[src/rtl/ptw_pkg.sv]
package ptw_pkg;
  typedef enum logic [2:0] {
    IDLE,
    READ_DIR,
    WAIT_DIR,
    READ_PTE,
    WAIT_PTE,
    RESPOND
  } walk_state_e;

  localparam int unsigned ENTRY_VALID_BIT = 0;
  localparam int unsigned ENTRY_BYTES_LOG2 = 2;
endpackage

[src/rtl/ptw_addr_gen.sv]
module ptw_addr_gen #(
  parameter int unsigned AW    = 32,
  parameter int unsigned DIR_W = 10,
  parameter int unsigned TBL_W = 10,
  parameter int unsigned OFF_W = 12
) (
  input  logic [AW-1:0]       root,
  input  logic [AW-1:0]       vaddr,
  input  logic [AW-OFF_W-1:0] tbl_frame,
  input  logic                second_level,
  output logic [AW-1:0]       entry_addr
);
  import ptw_pkg::*;

  localparam int unsigned IDX_W = (DIR_W > TBL_W) ? DIR_W : TBL_W;

  logic [IDX_W-1:0] dir_idx;
  logic [IDX_W-1:0] tbl_idx;
  logic [AW-1:0]    level_base;
  logic [AW-1:0]    scaled_idx;

  assign dir_idx = IDX_W'(vaddr[AW-1 -: DIR_W]);
  assign tbl_idx = IDX_W'(vaddr[OFF_W +: TBL_W]);

  always_comb begin
    if (second_level) begin
      level_base = {tbl_frame, {OFF_W{1'b0}}};
      scaled_idx = AW'(tbl_idx) << ENTRY_BYTES_LOG2;
    end else begin
      level_base = root;
      scaled_idx = AW'(dir_idx) << ENTRY_BYTES_LOG2;
    end
  end

  assign entry_addr = level_base + scaled_idx;
endmodule

[src/rtl/ptw_ctrl.sv]
module ptw_ctrl (
  input  logic                 clk,
  input  logic                 rst_n,
  input  logic                 req_fire,
  input  logic                 rd_ready,
  input  logic                 rdata_valid,
  input  logic                 entry_ok,
  input  logic                 rsp_ready,
  output ptw_pkg::walk_state_e state
);
  import ptw_pkg::*;

  walk_state_e nxt;

  always_comb begin
    nxt = state;
    case (state)
      IDLE:     if (req_fire)    nxt = READ_DIR;
      READ_DIR: if (rd_ready)    nxt = WAIT_DIR;
      WAIT_DIR: if (rdata_valid) nxt = entry_ok ? READ_PTE : RESPOND;
      READ_PTE: if (rd_ready)    nxt = WAIT_PTE;
      WAIT_PTE: if (rdata_valid) nxt = RESPOND;
      RESPOND:  if (rsp_ready)   nxt = IDLE;
      default:                   nxt = IDLE;
    endcase
  end

  always_ff @(posedge clk) begin
    if (!rst_n) state <= IDLE;
    else        state <= nxt;
  end
endmodule

[src/rtl/ptw_walker.sv]
module ptw_walker #(
  parameter int unsigned AW    = 32,
  parameter int unsigned DIR_W = 10,
  parameter int unsigned TBL_W = 10,
  parameter int unsigned OFF_W = 12
) (
  input  logic          clk,
  input  logic          rst_n,
  input  logic          req_valid,
  output logic          req_ready,
  input  logic [AW-1:0] req_vaddr,
  input  logic [AW-1:0] table_root,
  output logic          rsp_valid,
  input  logic          rsp_ready,
  output logic [AW-1:0] rsp_paddr,
  output logic          rsp_fault,
  output logic          rsp_fault_lvl,
  output logic          mem_rd_valid,
  input  logic          mem_rd_ready,
  output logic [AW-1:0] mem_rd_addr,
  input  logic          mem_rdata_valid,
  input  logic [AW-1:0] mem_rdata
);
  import ptw_pkg::*;

  localparam int unsigned FRAME_W = AW - OFF_W;

  walk_state_e        state;
  logic               req_fire;
  logic               entry_ok;
  logic               second_level;
  logic [AW-1:0]      vaddr_q;
  logic [AW-1:0]      root_q;
  logic [FRAME_W-1:0] tbl_frame_q;
  logic [AW-1:0]      paddr_q;
  logic               fault_q;
  logic               lvl_q;

  assign req_fire     = req_valid && req_ready;
  assign entry_ok     = mem_rdata[ENTRY_VALID_BIT];
  assign second_level = (state == READ_PTE) || (state == WAIT_PTE);

  ptw_ctrl u_ctrl (
    .clk         (clk),
    .rst_n       (rst_n),
    .req_fire    (req_fire),
    .rd_ready    (mem_rd_ready),
    .rdata_valid (mem_rdata_valid),
    .entry_ok    (entry_ok),
    .rsp_ready   (rsp_ready),
    .state       (state)
  );

  ptw_addr_gen #(
    .AW    (AW),
    .DIR_W (DIR_W),
    .TBL_W (TBL_W),
    .OFF_W (OFF_W)
  ) u_addr (
    .root         (root_q),
    .vaddr        (vaddr_q),
    .tbl_frame    (tbl_frame_q),
    .second_level (second_level),
    .entry_addr   (mem_rd_addr)
  );

  always_ff @(posedge clk) begin
    if (!rst_n) begin
      vaddr_q     <= '0;
      root_q      <= '0;
      tbl_frame_q <= '0;
      paddr_q     <= '0;
      fault_q     <= 1'b0;
      lvl_q       <= 1'b0;
    end else begin
      if (req_fire) begin
        vaddr_q <= req_vaddr;
        root_q  <= table_root;
      end
      if (state == WAIT_DIR && mem_rdata_valid) begin
        if (entry_ok) begin
          tbl_frame_q <= mem_rdata[AW-1:OFF_W];
        end else begin
          paddr_q <= '0;
          fault_q <= 1'b1;
          lvl_q   <= 1'b0;
        end
      end
      if (state == WAIT_PTE && mem_rdata_valid) begin
        if (entry_ok) begin
          paddr_q <= {mem_rdata[AW-1:OFF_W], vaddr_q[OFF_W-1:0]};
          fault_q <= 1'b0;
          lvl_q   <= 1'b0;
        end else begin
          paddr_q <= '0;
          fault_q <= 1'b1;
          lvl_q   <= 1'b1;
        end
      end
    end
  end

  assign req_ready     = (state == IDLE);
  assign mem_rd_valid  = (state == READ_DIR) || (state == READ_PTE);
  assign rsp_valid     = (state == RESPOND);
  assign rsp_paddr     = paddr_q;
  assign rsp_fault     = fault_q;
  assign rsp_fault_lvl = lvl_q;
endmodule

[config.mk]
export PLATFORM = sky130hd
export DESIGN_NAME = ptw_walker
export DESIGN_NICKNAME = d
export VERILOG_FILES = /design/src/rtl/ptw_pkg.sv /design/src/rtl/ptw_addr_gen.sv /design/src/rtl/ptw_ctrl.sv /design/src/rtl/ptw_walker.sv
export SDC_FILE = /design/constraint.sdc
export NUM_CORES = 1
export LEC_CHECK = 0
export BUFFER_PORTS_ARGS = -buffer_cell sky130_fd_sc_hd__buf_2
export CORE_MARGIN = 2
export CORE_UTILIZATION = 50
export DETAILED_ROUTE_END_ITERATION = 16
export HOLD_SLACK_MARGIN = 0.06
export PLACE_DENSITY = 0.77
export SYNTH_ARGS = -nofsm -noshare
export SYNTH_HDL_FRONTEND = slang
export SYNTH_SLANG_ARGS = --single-unit
[constraint.sdc]
create_clock -name clk -period 10.95 [get_ports clk]
set_input_delay 2.19 -clock clk [delete_from_list [all_inputs] [get_ports clk]]
set_output_delay 2.19 -clock clk [all_outputs]
set_load 0.1 [all_outputs]
==> flow_metrics.env <==
export IMPL_rsz0062_at_grt="false"
export IMPL_synth_distinct_cells=50
export IMPL_die_h_um=116
export IMPL_setup_tns_ns=0
export IMPL_nFillCells=1179
export IMPL_drt_pass1_iterations=5
export IMPL_placed_cells=1089
export IMPL_synth_avg_cell_area_sq_um=7.81
export IMPL_finalHoldViolations=0
export IMPL_die_w_um=116
export IMPL_rows=41
export IMPL_slew_limit_headroom=0.201
export IMPL_antenna_found_initial=1
export IMPL_tightest_slew_ns=1.19
export IMPL_synth_area_sq_um=6320
export IMPL_layout_drive_gt1_share=0.226
export IMPL_fin_crit_sh=0.743
export IMPL_seq_power_share=0.352
export IMPL_finalSetupViolCount=0
export IMPL_cts_buffers=17
export IMPL_viasPerCell=5.32
export IMPL_insertion_delay_ns=0.42
export IMPL_drc=0
export IMPL_syn_num_nets=922
export IMPL_p_per_area_nw_per_um2=182
export IMPL_io_buffer_count=159
export IMPL_p_comb_frac=0.275
export IMPL_syn_inst=809
export IMPL_synth_ff_type="dfxtp_1"
export IMPL_cts_path_max_buffers=2
export IMPL_die_area_sq_um=13600
export IMPL_seq_area_frac_synth=0.383
export IMPL_grt_pass1_vias=5531
export IMPL_switching_share=0.381
export IMPL_post_cts_setup_buffers=0
export IMPL_arrival_ns=5.95
export IMPL_yosys_area_top_type="dfxtp_1"
export IMPL_p_leak_uw=0.00312
export IMPL_synth_area_leaders="dfxtp_1, nand2_1, a21boi_0, a22oi_1, nor2b_1"
export IMPL_layout_min_cycle_time_ns=8.14
export IMPL_avgRoutedWirePerCell_um=15.1
export IMPL_crit_type="flop to output pin"
export IMPL_ys_ff_latch=121
export IMPL_clock_power_share=0.373
export IMPL_grt_pass1_wl_um=27100
export IMPL_floorplan_initialDensity=0.507
export IMPL_cts_sinks=121
export IMPL_ios=171
export IMPL_synthArstFlopShare=0
export IMPL_cp_end_kind="output pin"
export IMPL_ant_nets=0
export IMPL_vias=5967
export IMPL_maxSlewViolCount=0
export IMPL_gp_congestion=0.828
export IMPL_grt_max_degree=121
export IMPL_clkTransAtPathRegs_ns=0.06
export IMPL_skew_ns=0.00503
export IMPL_min_path_type="flop to flop"
export IMPL_holdBufCountCts=0
export IMPL_core_sq_um=12500
export IMPL_tritoncts="done"
export IMPL_max_clock_freq_mhz=123
export IMPL_layout_nets=1049
export IMPL_grt_usage=0.257
export IMPL_synthToLayoutAreaGrowth_pct=21.9
export IMPL_worstPathRequired_ns=8.76
export IMPL_post_dp_hpwl_um=11400
export IMPL_max_cap_violations=0
export IMPL_yosys_area_top_type_share=0.383
export IMPL_overflow=0
export IMPL_cts_resized=0
export IMPL_synth_edf_count=0
export IMPL_finalWirelength_um=17000
export IMPL_ys_warn_count=0
export IMPL_final_cells=1122
export IMPL_cts_root_buf="clkbuf_16"
export IMPL_p_switching_uw=536
export IMPL_crit_fanout=28
export IMPL_cp_start_kind="flop"
export IMPL_status="completed"
export IMPL_intPower_uw=870
export IMPL_drt_initial_drc_count=394
export IMPL_peakVddDrop_uv=125
export IMPL_htreeDepth=4
worst max-delay path: stages (launching register included):
cell	delay (ns)
dfxtp_1	0.94
nor2_1	0.25
a21oi_1	0.54
buf_4	0.35
nand2_1	0.08
nand2_1	0.07
ha_1	0.20
inv_1	0.06
fa_1	0.41
nor2b_1	0.18
o2111ai_1	0.17
a31o_2	0.29
a211oi_1	0.58
or3b_1	0.47
or3_1	0.34
xor2_1	0.15
buf_2	0.45
routing by layer:
metal,up-vias,GRT usage,share of wire
met5,-,0,0
met4,0,0.103,0.027
met3,35,0.0690,0.061
met2,188,0.390,0.45
met1,2731,0.348,0.46
li1,3013,-,-
Yosys cell counts (all sizes together), types with 2 or more instances:
cell type	number
a22o	11
nor3b	4
nand3b	2
xnor2	17
a211oi	2
nand4	3
a22oi	34
o221ai	10
nand2b	4
a41o	2
a21boi	85
clkbuf	45
mux2i	10
a21o	5
or3	6
a21oi	31
nor2b	38
xor2	9
o211ai	2
o21ai	12
buf	15
or4	3
inv	19
dfxtp	121
nand3	20
nor4	4
nor3	11
and2	13
a31oi	3
ha	10
nor2	25
nand2	224
worst paths after layout:
| check | start | endpoint | slack (ns) | cells past startpoint |
|---|---|---|---|---|
| worst max-delay path | u_ctrl.state[0] | mem_rd_addr[22] | 2.81 | 16 |
| worst min-delay path | rsp_fault | rsp_fault | 0.45 | 2 |
| worst max register to register | u_ctrl.state[0] | root_q[8] | 7.87 | 6 |
| worst min register to register | rsp_fault | rsp_fault | 0.45 | 2 |
layout make-up:
type                    count  area, sq um  share of cell area
diodes                      1         2.50            0.000325
clock buffers              18          429              0.0557
clock inverters            14          123              0.0159
inverters                  19         71.3             0.00925
multi-input cells         609         3580               0.465
flip-flops and latches    121         2420               0.314
well taps                 172          215              0.0279
repair buffers            168          863               0.112
per-stage QoR:
| step | hold slack [ns] | utilization | power [uW] | setup slack [ns] | instance area (sq um) |
|---|---|---|---|---|---|
| floorplan | 0.439 | - | 813 | 3.04 | 6320 |
| global placement | 0.433 | 0.574 | 887 | 3.34 | 7150 |
| detailed placement | 0.443 | 0.574 | 889 | 3.36 | 7150 |
| CTS | 0.450 | 0.618 | 1410 | 2.88 | 7700 |
| global route | 0.477 | 0.618 | 1470 | 2.57 | 7710 |
| finish | 0.447 | 0.618 | 1410 | 2.81 | 7710 |
state kept, by name, summed over array words and instances, names as in the netlist:
| register | count |
|---|---|
| vaddr_q | 32 |
| tbl_frame_q | 20 |
| rsp_fault_lvl | 1 |
| rsp_paddr | 32 |
| root_q | 32 |
| u_ctrl.state | 3 |
| rsp_fault | 1 |
logic make-up (layout without fill, tap and decap cells):
group,count (synthesis),after routing,share of synthesized area
xor gates and xnor gates,26,26,0.0360
adders and majority gates,11,11,0.0230
muxes,10,10,0.0158
buffers and inverters,79,219,0.0529
other,0,1,0
and+or+nand+nor,359,359,0.257
AOI/OAI and AO/OA,203,203,0.233
DFF,121,121,0.383
power by group through the flow:
stage / Clock [uW] / Sequential, uW / Combinational (uW)
floorplan: 0 / 497 / 316
finish: 524 / 495 / 386
CTS: 532 / 495 / 387
global placement: 0 / 503 / 383
detailed placement: 0 / 504 / 386
global route: 553 / 500 / 415
layout by cell type (no fill, tap or decap), types with 19 or more instances in the layout:
master    synthesis  final
inv_1            19     19
a21oi_1          29     29
nor2b_1          38     38
nor2_1           25     24
nand2_1         224    223
buf_2             9    159
nand3_1          20     20
a22oi_1          34     34
dfxtp_1         121    121
a21boi_0         85     85
No activity file was read; power rests on OpenSTA's default activity.
